$ cat src/rtl/dirrev_pkg.sv
package dirrev_pkg;
  // Clock cycles for a hold-off of us_val microseconds at hz, rounded to nearest.
  function automatic longint hold_cycles(input longint hz, input longint us_val);
    return (hz * us_val + 64'sd500000) / 64'sd1000000;
  endfunction
endpackage

$ cat src/rtl/dirrev_sync_chain.sv
module dirrev_sync_chain #(
  parameter int          STAGES  = 2,
  parameter int          W       = 1,
  parameter logic [W-1:0] RST_VAL = '0
) (
  input  logic         clk,
  input  logic         rst_n,
  input  logic [W-1:0] async_in,
  output logic [W-1:0] sync_out
);
  logic [W-1:0] stage_q [STAGES];

  generate
    for (genvar s = 0; s < STAGES; s++) begin : g_stage
      logic [W-1:0] stage_d;
      if (s == 0) begin : g_first
        always_comb stage_d = async_in;
      end else begin : g_rest
        always_comb stage_d = stage_q[s-1];
      end
      always_ff @(posedge clk or negedge rst_n) begin
        if (!rst_n) stage_q[s] <= RST_VAL;
        else        stage_q[s] <= stage_d;
      end
    end
  endgenerate

  assign sync_out = stage_q[STAGES-1];
endmodule

$ cat src/rtl/dirrev_strobe_rise.sv
module dirrev_strobe_rise (
  input  logic clk,
  input  logic rst_n,
  input  logic lvl,
  output logic rise
);
  logic lvl_q;

  // Idle level of the strobe is high, so the history resets high.
  always_ff @(posedge clk or negedge rst_n) begin
    if (!rst_n) lvl_q <= 1'b1;
    else        lvl_q <= lvl;
  end

  assign rise = lvl & ~lvl_q;
endmodule

$ cat src/rtl/dirrev_compare.sv
module dirrev_compare (
  input  logic clk,
  input  logic rst_n,
  input  logic sample_en,
  input  logic dir_s,
  output logic ref_valid,
  output logic rev_pulse
);
  logic ref_dir_q, ref_dir_d;
  logic valid_d;
  logic pulse_d;

  always_comb begin
    ref_dir_d = ref_dir_q;
    valid_d   = ref_valid;
    pulse_d   = 1'b0;
    if (sample_en) begin
      ref_dir_d = dir_s;
      valid_d   = 1'b1;
      pulse_d   = ref_valid & (dir_s ^ ref_dir_q);
    end
  end

  always_ff @(posedge clk or negedge rst_n) begin
    if (!rst_n) begin
      ref_dir_q <= 1'b0;
      ref_valid <= 1'b0;
    end else if (sample_en) begin
      ref_dir_q <= ref_dir_d;
      ref_valid <= valid_d;
    end
  end

  // Registered so the pulse is formed only from settled samples.
  always_ff @(posedge clk or negedge rst_n) begin
    if (!rst_n) rev_pulse <= 1'b0;
    else        rev_pulse <= pulse_d;
  end
endmodule

$ cat src/rtl/dirrev_holdoff.sv
module dirrev_holdoff #(
  parameter int          CW     = 20,
  parameter int unsigned RELOAD = 900000
) (
  input  logic          clk,
  input  logic          rst_n,
  input  logic          load,
  output logic [CW-1:0] cnt,
  output logic          ready_n
);
  localparam logic [CW-1:0] FULL = CW'(RELOAD);

  logic          cnt_en;
  logic [CW-1:0] cnt_d;
  logic          busy_d;

  always_comb begin
    cnt_en = load | (cnt != '0);
    cnt_d  = load ? FULL : (cnt - 1'b1);
    busy_d = cnt_en ? (cnt_d != '0) : 1'b0;
  end

  always_ff @(posedge clk or negedge rst_n) begin
    if (!rst_n)      cnt <= FULL;
    else if (cnt_en) cnt <= cnt_d;
  end

  always_ff @(posedge clk or negedge rst_n) begin
    if (!rst_n) ready_n <= 1'b1;
    else        ready_n <= busy_d;
  end
endmodule

$ cat src/rtl/dirrev_ready_gate.sv
module dirrev_ready_gate #(
  parameter longint CLK_HZ   = 50_000_000,
  parameter longint HOLD_US  = 18_000,
  parameter int     SYNC_LEN = 2
) (
  input  logic clk,
  input  logic rst_n,
  input  logic step_n,
  input  logic dir,
  output logic ready_n,
  output logic rev_pulse
);
  localparam longint      RELOAD_L = dirrev_pkg::hold_cycles(CLK_HZ, HOLD_US);
  localparam int unsigned RELOAD   = (RELOAD_L < 1) ? 1 : 32'(RELOAD_L);
  localparam int          CW       = $clog2(RELOAD + 1);

  logic [1:0]    line_sync;
  logic          step_rise;
  logic          ref_valid;
  logic [CW-1:0] hold_cnt;

  // Bit 1: strobe (idles high), bit 0: direction.
  dirrev_sync_chain #(.STAGES(SYNC_LEN), .W(2), .RST_VAL(2'b10)) u_sync (
    .clk      (clk),
    .rst_n    (rst_n),
    .async_in ({step_n, dir}),
    .sync_out (line_sync)
  );

  dirrev_strobe_rise u_rise (
    .clk   (clk),
    .rst_n (rst_n),
    .lvl   (line_sync[1]),
    .rise  (step_rise)
  );

  dirrev_compare u_cmp (
    .clk       (clk),
    .rst_n     (rst_n),
    .sample_en (step_rise),
    .dir_s     (line_sync[0]),
    .ref_valid (ref_valid),
    .rev_pulse (rev_pulse)
  );

  dirrev_holdoff #(.CW(CW), .RELOAD(RELOAD)) u_hold (
    .clk     (clk),
    .rst_n   (rst_n),
    .load    (rev_pulse),
    .cnt     (hold_cnt),
    .ready_n (ready_n)
  );
endmodule

$ cat config.mk
export PLATFORM = sky130hd
export DESIGN_NAME = dirrev_ready_gate
export DESIGN_NICKNAME = d
export VERILOG_FILES = /design/src/rtl/dirrev_pkg.sv /design/src/rtl/dirrev_sync_chain.sv /design/src/rtl/dirrev_strobe_rise.sv /design/src/rtl/dirrev_compare.sv /design/src/rtl/dirrev_holdoff.sv /design/src/rtl/dirrev_ready_gate.sv
export SDC_FILE = /design/constraint.sdc
export NUM_CORES = 1
export LEC_CHECK = 0
export BUFFER_PORTS_ARGS = -buffer_cell sky130_fd_sc_hd__buf_2
export CAP_MARGIN = 20
export CELL_PAD_IN_SITES_DETAIL_PLACEMENT = 2
export CELL_PAD_IN_SITES_GLOBAL_PLACEMENT = 2
export CORE_UTILIZATION = 36
export DETAILED_ROUTE_END_ITERATION = 6
export HOLD_SLACK_MARGIN = 0.12
export MAX_ROUTING_LAYER = met4
export PLACE_DENSITY_LB_ADDON = 0.1
export SLEW_MARGIN = 20
export SYNTH_ARGS = -nofsm -noshare
export SYNTH_HDL_FRONTEND = slang
export SYNTH_SLANG_ARGS = --single-unit
export TNS_END_PERCENT = 50
$ cat constraint.sdc
create_clock -name clk -period 2.5 [get_ports clk]
set_clock_uncertainty 0.15 [all_clocks]
set_input_delay 0.125 -clock clk [delete_from_list [all_inputs] [get_ports clk]]
set_output_delay 0.125 -clock clk [all_outputs]
set_load 0.01 [all_outputs]
==> summary.md, run 1 <==
| Metric | Value |
|---|---|
| Status | completed |
| Synth Warn # | 0 |
| TritonCTS clock tree | yes |
| Worst setup path category | register to register |
| First-iteration detailed-routing DRC count | 37 |
| Layout overhead on the synthesized area | 21.1% |
| Die footprint | 4290 sq um |
| Tightest Pin Transition | 0.634 ns |
| Count of flip-flops with a built-in enable after synthesis | 0 |
| Type of element capturing the critical path | register |
| Maximum fanout count along the critical path | 4 |
| Share of synthesized area occupied by flip-flops and latches | 51.3% |
| Syn nets | 142 |
| Wire length of the first global-routing pass | 6430 um |
| Post-synthesis average cell area | 10.7 sq um |
| CP Launch Type | register |
| Post-Place Worst Slack | 0.0882 ns |
| Maximum number of pins on one net before global-route repair | 30 |
| Final cell area excluding filler cells | 1760 sq um |
| Vias after detailed routing | 1099 |
| Lkg Pwr | 0.696 nW |
| Top cells by count, synth | nor2_1 (21), dfstp_2 (15), dfrtp_1 (14), xor2_1 (14), nand2_1 (8) |
| Core area | 3770 sq um |
| Fraction of layout cells with a size suffix above 1 | 31.8% |
| Number of maximum-capacitance constraint violations | 0 |
| DP Wirelength | 2600 um |
| Cells traversed along the worst timing path | or4_4 > nor3_4 > nand3_2 > or4b_4 > xor2_1 > a41oi_2 |
| Boundary pin count | 6 |
| Final-stage net count | 162 |
| Post-synth top area cell | dfstp_2 |
| Diodes inserted | 0 |
| Final max-slew violation count | 0 |
| Unique masters post-synth | 38 |
| CP arrival | 2.43 ns |
| Total Wirelength | 3780 um |
| CP max-delay cell | or4_4 |
| Cell types occupying the most area after synthesis | dfstp_2 (27%), dfrtp_1 (24%), xor2_1 (8.5%) |
| Crit path largest cell delay | 0.56 ns |
| Max-Slew Margin vs Limit | 57.8% |
| Total negative slack | 0 ns |
| Die X-Extent | 65.5 um |
| Count of endpoints failing setup in the final report | 0 |
| Clock transition at the registers of the reported paths | 0.07 ns |
| Fmax | 0.419 GHz |
| Clock Sinks | 29 |
| Peak VDD IR | 0.000432 V |
| Register-to-register setup slack | 0.11 ns |
| Final Hold Violating Endpoints | 0 |
| Count of nets left with antenna violations after detail routing | 0 |
| Routed via count divided by cell count | 5.36 |
| FFs w/ async S/R, synth | 100% |
| Req. time, crit path | 2.54 ns |
| Total GRT Usage | 21.2% |
| Final worst path period share | 95.4% |
| Total clock buffers created by CTS | 5 |
| Fillers | 378 |
| Die Y-Extent | 65.5 um |
| Row count | 22 |
| Effective utilization at floorplan | 38.5% |
| Post-Syn Area | 1450 sq um |
| RSZ-0062 raised after global routing | false |
| Number of buffers between clock root and the deepest sink | 2 |
| Worst Hold Margin | 0.208 ns |
| Total gr overflow | 0 |
| P per Cell Area | 922 nW/um^2 |
| Most used standard cell by instance count after synthesis | nor2_1 |
| Post-route DRC violation count | 0 |
| Placed inst area | 1580 sq um |
| Number of instances in the synthesized netlist | 136 |
| Master cell of the clock root buffer | clkbuf_8 |
| First-pass DRT Iterations | 4 |
| Via count of the first global-routing pass | 1290 |
| Main flop type after synthesis | dfstp_2 |
| Clock Latency Late Sink | 0.28 ns |
| FF+latch count, synth | 29 |
| Gpl congestion | 0.830 |
| Wire length per cell | 18.4 um |
| Minimum clock period after layout | 2.39 ns |
| Share of Yosys cell area claimed by the top area cell type | 27.2% |
| Final Worst Setup Slack | 0.114 ns |
| H-tree levels | 2 |
| Number of antenna violations at the first check in global routing | 0 |
| Class of the tightest hold or removal check | register to register |
| Buffers added on ports | 5 |
## sequential cells by signal, summed over array words and instances, names as in the netlist
register                cells
u_hold.cnt                 20
u_sync.g_stage.stage_d      2
u_sync.sync_out             2
u_cmp.ref_dir_q             1
u_cmp.ref_valid             1
u_cmp.rev_pulse             1
u_hold.ready_n              1
u_rise.lvl_q                1
## layout by cell type (no fill, tap or decap), drive strengths merged, types with 4 or more instances in the layout
| cell | Yosys | routed |
|---|---|---|
| a21oi | 7 | 7 |
| buf | 2 | 13 |
| clkbuf | 1 | 5 |
| dfrtp | 14 | 14 |
| dfstp | 15 | 15 |
| inv | 4 | 4 |
| nand2 | 8 | 8 |
| nor2 | 21 | 21 |
| nor2b | 4 | 4 |
| nor3 | 7 | 7 |
| nor4 | 6 | 6 |
| xnor2 | 5 | 5 |
| xor2 | 14 | 14 |
## routing by layer
metal	wire length, um	track usage, %	up-vias	share of wire, %
met3	86	4.69	5	2.3
met5	0	-	-	0
met4	48	7.07	0	1.3
met1	1720	24.6	569	45
met2	1930	36.3	12	51
li1	-	-	513	-
## through the flow
| stage | util (%) | total power [mW] | std cells |
|---|---|---|---|
| after floorplan | - | 0.899 | 136 |
| after global placement | 41.9 | 1.01 | 194 |
| after detailed placement | 41.9 | 1.04 | 194 |
| after CTS | 46.2 | 1.63 | 205 |
| after global routing | 46.6 | 1.70 | 205 |
| final | 46.6 | 1.62 | 205 |
## final timing paths
| kind | from | endpoint | depth (start not counted) |
|---|---|---|---|
| min in group asynchronous | rst_n | u_hold.cnt[2] | 2 |
| worst min-delay path | u_sync.g_stage[1].stage_d[1] | u_sync.sync_out[1] | 0 |
| worst max-delay path | u_hold.cnt[6] | u_hold.ready_n | 6 |
| worst max register to register | u_hold.cnt[6] | u_hold.ready_n | 6 |
| worst min register to register | u_sync.g_stage[1].stage_d[1] | u_sync.sync_out[1] | 0 |
| max in group asynchronous | rst_n | u_hold.cnt[0] | 2 |
## kinds of logic (layout without fill, tap and decap cells)
logic type	count (synthesis)	in the layout	share of synthesized area, %
flops	29	29	51.3
fa+ha+maj	2	2	1.73
mux	2	2	1.55
compound gates	14	14	6.39
xor+xnor	19	19	11.5
simple gates	63	63	25.4
buf+inv	7	28	2.16
## where the power goes
group          switching, mW  internal [mW]  total [mW]
Clock                  0.188          0.396       0.583
Combinational          0.204          0.174       0.379
Sequential             0.103          0.555       0.658
Total                  0.495           1.13        1.62
## layout make-up
cell class / count / area [sq um] / area share, %
inverters: 4 / 15.0 / 0.855
clock buffers: 5 / 68.8 / 3.92
well taps: 48 / 60.1 / 3.42
flip-flops and latches: 29 / 746 / 42.5
clock inverters: 3 / 65.1 / 3.70
repair buffers: 16 / 115 / 6.55
multi-input cells: 100 / 687 / 39.1
## worst max-delay path: cells and delay by family (launching register included)
kind,cells,cell delay [ns]
AOI/OAI and AO/OA,1,0.14
DFF,1,0.39
xor gates and xnor gates,1,0.24
and+or+nand+nor,4,1.38
## what timing repair did
item	CTS	global route
gates resized for setup	0	3
setup endpoints to repair	0	2
hold endpoints to repair	31	0
setup buffers	0	0
hold buffers	3	0
Power figures use the tool's default switching activity.
==> inputs of run 2 (changes only) <==
Settings changed: CORE_UTILIZATION 36 to 38, CTS_BUF_LIST set to sky130_fd_sc_hd__clkbuf_8.
==> run 2 against run 1 <==
Net effect: worst setup slack got worse by 0.0091 ns; utilization grew 0.68 points; sequential share of layout area rose by 0.57 points; hold slack better by 0.00060 ns; global-route usage up 0.41 points; final area decreased by 1.5%; critical path depth did not move; count of clock-buffer cells in the layout is the same; critical endpoint unchanged.
==> summary.md, run 2 (synthesis gave the netlist of run 1 again) <==
| Metric | Value |
|---|---|
| Status | completed |
| Type of element capturing the critical path | register |
| Clock transition at the registers of the reported paths | 0.07 ns |
| Buffers added on ports | 5 |
| Boundary pin count | 6 |
| Lkg Pwr | 0.667 nW |
| Count of endpoints failing setup in the final report | 0 |
| Die footprint | 4070 sq um |
| Met2 Usage GRT | 37.1% |
| Core area | 3660 sq um |
| Count of nets left with antenna violations after detail routing | 0 |
| Switching fraction of total power | 33.5% |
| Number of maximum-capacitance constraint violations | 0 |
| M1 GR Usage | 24.8% |
| Class of the tightest hold or removal check | register to register |
| Final Worst Setup Slack | 0.105 ns |
| Flip-flop count of the largest register, all copies and words added | 20 |
| DP Wirelength | 2610 um |
| Fraction of layout cells with a size suffix above 1 | 31.2% |
| First-pass DRT Iterations | 4 |
| Combinational group share of total power | 25.4% |
| Maximum fanout count along the critical path | 4 |
| Via count of the first global-routing pass | 1211 |
| Post-route DRC violation count | 0 |
| First-iteration detailed-routing DRC count | 23 |
| CP arrival | 2.44 ns |
| Minimum clock period after layout | 2.40 ns |
| Maximum number of pins on one net before global-route repair | 30 |
| Worst setup path category | register to register |
| Clk network pwr share | 32.1% |
| CP Launch Type | register |
| Fillers | 387 |
| Register name with the most flops | u_hold.cnt |
| Master cell of the clock root buffer | clkbuf_8 |
| TritonCTS clock tree | yes |
| Final-stage net count | 162 |
| Final worst path period share | 95.8% |
| Clock Latency Late Sink | 0.28 ns |
| Req. time, crit path | 2.54 ns |
| Wire length of the first global-routing pass | 6200 um |
| Multi-input combinational cell area | 681 sq um |
| Row count | 22 |
| RSZ-0062 raised after global routing | false |
| Tightest Pin Transition | 0.671 ns |
| Gpl congestion | 0.837 |
| Max-Slew Margin vs Limit | 55.3% |
| Total GRT Usage | 21.6% |
| Die X-Extent | 63.8 um |
| Total clock buffers created by CTS | 5 |
| Vias after detailed routing | 1065 |
| Most Used Layer, Global Route | met2 |
| Final max-slew violation count | 0 |
| P per Cell Area | 893 nW/um^2 |
| Wire length per cell | 18.3 um |
| Sequential standard cell area | 744 sq um |
| Number of antenna violations at the first check in global routing | 0 |
| Internal power summed over all cells | 1.03 mW |
| Routing usage on met3 | 6.43% |
| Number of buffers between clock root and the deepest sink | 2 |
| Fmax | 0.418 GHz |
| Share of total power in sequential cells | 42.5% |
| H-tree levels | 2 |
| Layout overhead on the synthesized area | 19.3% |
| Net load switching power | 0.518 mW |
| Most common library cell in the layout ignoring fill and taps | nor2_1 |
| Diodes inserted | 0 |
| Die Y-Extent | 63.8 um |
| Total Wirelength | 3760 um |
| Routed via count divided by cell count | 5.20 |
| Final Hold Violating Endpoints | 0 |
| Leading cell types in the layout, fill and taps excluded | nor2_1 (21), dfstp_2 (15), xor2_1 (14), dfrtp_1 (14) |
| Effective utilization at floorplan | 39.6% |
| Total negative slack | 0 ns |
| Post-Place Worst Slack | 0.00557 ns |
| Peak VDD IR | 0.000536 V |
| Clock Sinks | 29 |
| Total gr overflow | 0 |
[run 2: cell types whose count changed in the layout (fill, tap and decap cells not counted)]
cell / before / now
clkinv_2: 1 / 0
nor3_2: 0 / 1
clkinvlp_4: 0 / 1
clkinv_4: 0 / 1
dfrtp_2: 1 / 0
bufinv_16: 2 / 1
nor3_4: 2 / 1
dfrtp_1: 13 / 14
[run 2: worst paths after layout]
check                                        startpoint                  to  slack (ns)  cells after the start
setup reg to reg                          u_hold.cnt[6]      u_hold.ready_n        0.10                      6
min in group asynchronous                         rst_n       u_hold.cnt[6]        0.26                      2
hold / removal             u_sync.g_stage[1].stage_d[0]  u_sync.sync_out[0]        0.21                      0
max in group asynchronous                         rst_n     u_cmp.rev_pulse        1.51                      2
hold reg to reg            u_sync.g_stage[1].stage_d[0]  u_sync.sync_out[0]        0.21                      0
setup / recovery                          u_hold.cnt[6]      u_hold.ready_n        0.10                      6
[run 2: worst max-delay path, cell delays in order, from the launching register on]
cell and delay, ns:
dfrtp_1 0.38, or4_4 0.56, nor3_4 0.16, nand3_2 0.12, or4b_4 0.54, xor2_1 0.24
a41oi_2 0.15
[run 2: power groups by stage]
stage,Combinational (mW),Clock [mW],Sequential [mW]
global placement,0.351,0,0.659
CTS,0.394,0.511,0.657
global route,0.434,0.525,0.667
detailed placement,0.385,0,0.665
finish,0.393,0.496,0.657
floorplan,0.263,0,0.636
[run 2: layer usage]
metal  wire, um  part of all wire (%)
met1       1710                    46
met5          0                     0
met3         96                   2.6
met2       1910                    51
met4         38                   1.0
[run 2: per-stage QoR]
step / utilization, % / cell area, sq um / std cells / total power [mW] / hold slack [ns]
after floorplan: - / 1450 / 136 / 0.899 / -0.321
after global placement: 43.1 / 1580 / 194 / 1.01 / 0.0319
after detailed placement: 43.1 / 1580 / 194 / 1.05 / 0.0444
after CTS: 47.1 / 1720 / 205 / 1.56 / 0.211
after global routing: 47.3 / 1730 / 205 / 1.63 / 0.214
final: 47.3 / 1730 / 205 / 1.55 / 0.209
[run 2: cell type report]
cell class | count | area share [%]
Clock buffer | 5 | 3.98
Multi-Input combinational cell | 100 | 39.3
Sequential cell | 29 | 43.0
Tap cell | 48 | 3.47
Clock inverter | 3 | 2.68
Inverter | 4 | 0.868
Timing Repair Buffer | 16 | 6.65
[run 2: timing repair]
| action | 4_1_cts | 5_1_grt |
|---|---|---|
| hold buffers | 3 | 0 |
| setup endpoints to repair | 0 | 1 |
| gates resized for setup | 0 | 1 |
| buffers inserted | 0 | 0 |
| endpoints found under the hold margin | 31 | 0 |
==> inputs of run 3 (changes only) <==
Settings changed: CORE_ASPECT_RATIO set to 1.25, CTS_CLUSTER_DIAMETER set to 200.
==> run 3 against run 2 <==
Net effect: largest cell class unchanged; register-to-register slack hardly changed; first-iteration DRC count up 91%; utilization increased by 1.6 points; die area about the same; fmax grew 0.27%; final area grew 1.0%; power grew 1.7%; clock power increased by 1%; global-route usage up 0.93 points.
==> summary.md, run 3 (synthesis gave the netlist of run 1 again) <==
| Metric | Value |
|---|---|
| Crit path largest cell delay | 0.56 ns |
| Number of buffers between clock root and the deepest sink | 2 |
| Clock Sinks | 29 |
| Final worst path period share | 95.5% |
| Wire length per cell | 18.8 um |
| Clk network pwr share | 31.9% |
| Master cell of the clock root buffer | clkbuf_8 |
| Max-Slew Margin vs Limit | 58.6% |
| Diodes inserted | 0 |
| Gpl congestion | 0.795 |
| Die footprint | 4070 sq um |
| First-iteration detailed-routing DRC count | 44 |
| Leading cell types in the layout, fill and taps excluded | nor2_1 (20), dfstp_2 (15), xor2_1 (14), dfrtp_1 (14), buf_4 (9) |
| Peak VDD IR | 0.000403 V |
| Combinational group share of total power | 26.5% |
| Final-stage net count | 163 |
| CP Launch Type | register |
| Post-route DRC violation count | 0 |
| Total gr overflow | 0 |
| Class of the tightest hold or removal check | register to register |
| Layout overhead on the synthesized area | 20.5% |
| Total clock buffers created by CTS | 5 |
| CP arrival | 2.42 ns |
| Wire length of the first global-routing pass | 6600 um |
| Clock transition at the registers of the reported paths | 0.06 ns |
| Final Total Pwr | 1.57 mW |
| First-pass DRT Iterations | 4 |
| Die Y-Extent | 71.1 um |
| Fmax | 0.419 GHz |
| Post CTS Setup Buffer Count | 0 |
| Core area | 3570 sq um |
| Maximum number of pins on one net before global-route repair | 30 |
| Total Wirelength | 3700 um |
| RSZ-0062 raised after global routing | false |
| Worst setup path category | register to register |
| Count of endpoints failing setup in the final report | 0 |
| Vias after detailed routing | 1109 |
| Total GRT Usage | 22.6% |
| Boundary pin count | 6 |
| Fillers | 378 |
| Cells traversed along the worst timing path | or4_4 > nor3_4 > nand3_2 > or4b_4 > xor2_1 > a41oi_2 |
| Multi-input combinational cell area | 697 sq um |
| Count of nets left with antenna violations after detail routing | 0 |
| Share of total power in sequential cells | 41.6% |
| Internal power summed over all cells | 1.06 mW |
| Flip-flop count of the largest register, all copies and words added | 20 |
| Number of maximum-capacitance constraint violations | 0 |
| Sequential standard cell area | 744 sq um |
| Tightest Pin Transition | 0.622 ns |
| Number of buffers and inverters on the critical path | 0 |
| Clock Latency Late Sink | 0.28 ns |
| Final Hold Violating Endpoints | 0 |
| Status | completed |
| Final max-slew violation count | 0 |
| Req. time, crit path | 2.53 ns |
| H-tree levels | 2 |
| Dominant delay contributor by cell family on the critical path | simple AND/OR/NAND/NOR gates |
| Row count | 24 |
| Buffers added on ports | 5 |
| Minimum clock period after layout | 2.39 ns |
| CP max-delay cell | or4_4 |
| Effective utilization at floorplan | 40.6% |
| Lkg Pwr | 0.683 nW |
| Number of antenna violations at the first check in global routing | 0 |
| Register name with the most flops | u_hold.cnt |
| Maximum fanout count along the critical path | 4 |
| Net load switching power | 0.507 mW |
| Most common library cell in the layout ignoring fill and taps | nor2_1 |
| DP Wirelength | 2690 um |
| Routed via count divided by cell count | 5.63 |
| Via count of the first global-routing pass | 1286 |
| P per Cell Area | 899 nW/um^2 |
| Fraction of layout cells with a size suffix above 1 | 32.9% |
| Total negative slack | 0 ns |
| Die X-Extent | 57.3 um |
| Switching fraction of total power | 32.2% |
| Type of element capturing the critical path | register |
| TritonCTS clock tree | yes |
-- run 3: metal layers --
metal	routed length [um]	up-vias	share of wire, %	GRT usage, %
met1	1530	575	41	25.5
met5	0	-	0	-
met4	45	0	1.2	6.78
met3	93	6	2.5	5.12
met2	2040	15	55	39.5
li1	-	513	-	-
-- run 3: timing repair --
item | 4_1_cts | 5_1_grt
endpoints found under the hold margin | 31 | 0
hold buffers | 3 | 0
gates resized for setup | 0 | 4
endpoints found under the setup margin | 0 | 1
-- run 3: final timing paths --
check	from	endpoint	slack, ns	cells past startpoint
worst max-delay path	u_hold.cnt[6]	u_hold.ready_n	0.11	6
worst min-delay path	u_sync.g_stage[1].stage_d[0]	u_sync.sync_out[0]	0.20	0
worst max register to register	u_hold.cnt[6]	u_hold.ready_n	0.11	6
worst min register to register	u_sync.g_stage[1].stage_d[0]	u_sync.sync_out[0]	0.20	0
max in group asynchronous	rst_n	u_hold.cnt[17]	1.54	2
min in group asynchronous	rst_n	u_hold.cnt[4]	0.25	2
-- run 3: layout make-up --
cell class | instances | share of cell area (%)
inverters | 4 | 0.859
clock inverters | 2 | 2.15
multi-input cells | 100 | 39.9
clock buffers | 6 | 4.72
repair buffers | 17 | 7.02
well taps | 39 | 2.79
flip-flops and latches | 29 | 42.6
-- run 3: power by group through the flow --
stage	sequential (mW)	combinational, mW	clock [mW]
floorplan	0.636	0.263	0
global placement	0.651	0.378	0
detailed placement	0.659	0.400	0
CTS	0.652	0.410	0.515
global route	0.665	0.474	0.536
finish	0.654	0.416	0.501
-- run 3: stage by stage --
step	area, sq um	hold slack [ns]	setup WS [ns]	util [%]	std cells
floorplan	1450	-0.321	0.109	-	136
global placement	1580	0.0303	0.173	44.1	186
detailed placement	1580	0.0326	0.0689	44.1	186
CTS	1730	0.206	0.0317	48.3	197
global route	1750	0.217	0.0128	48.9	197
finish	1750	0.201	0.111	48.9	197
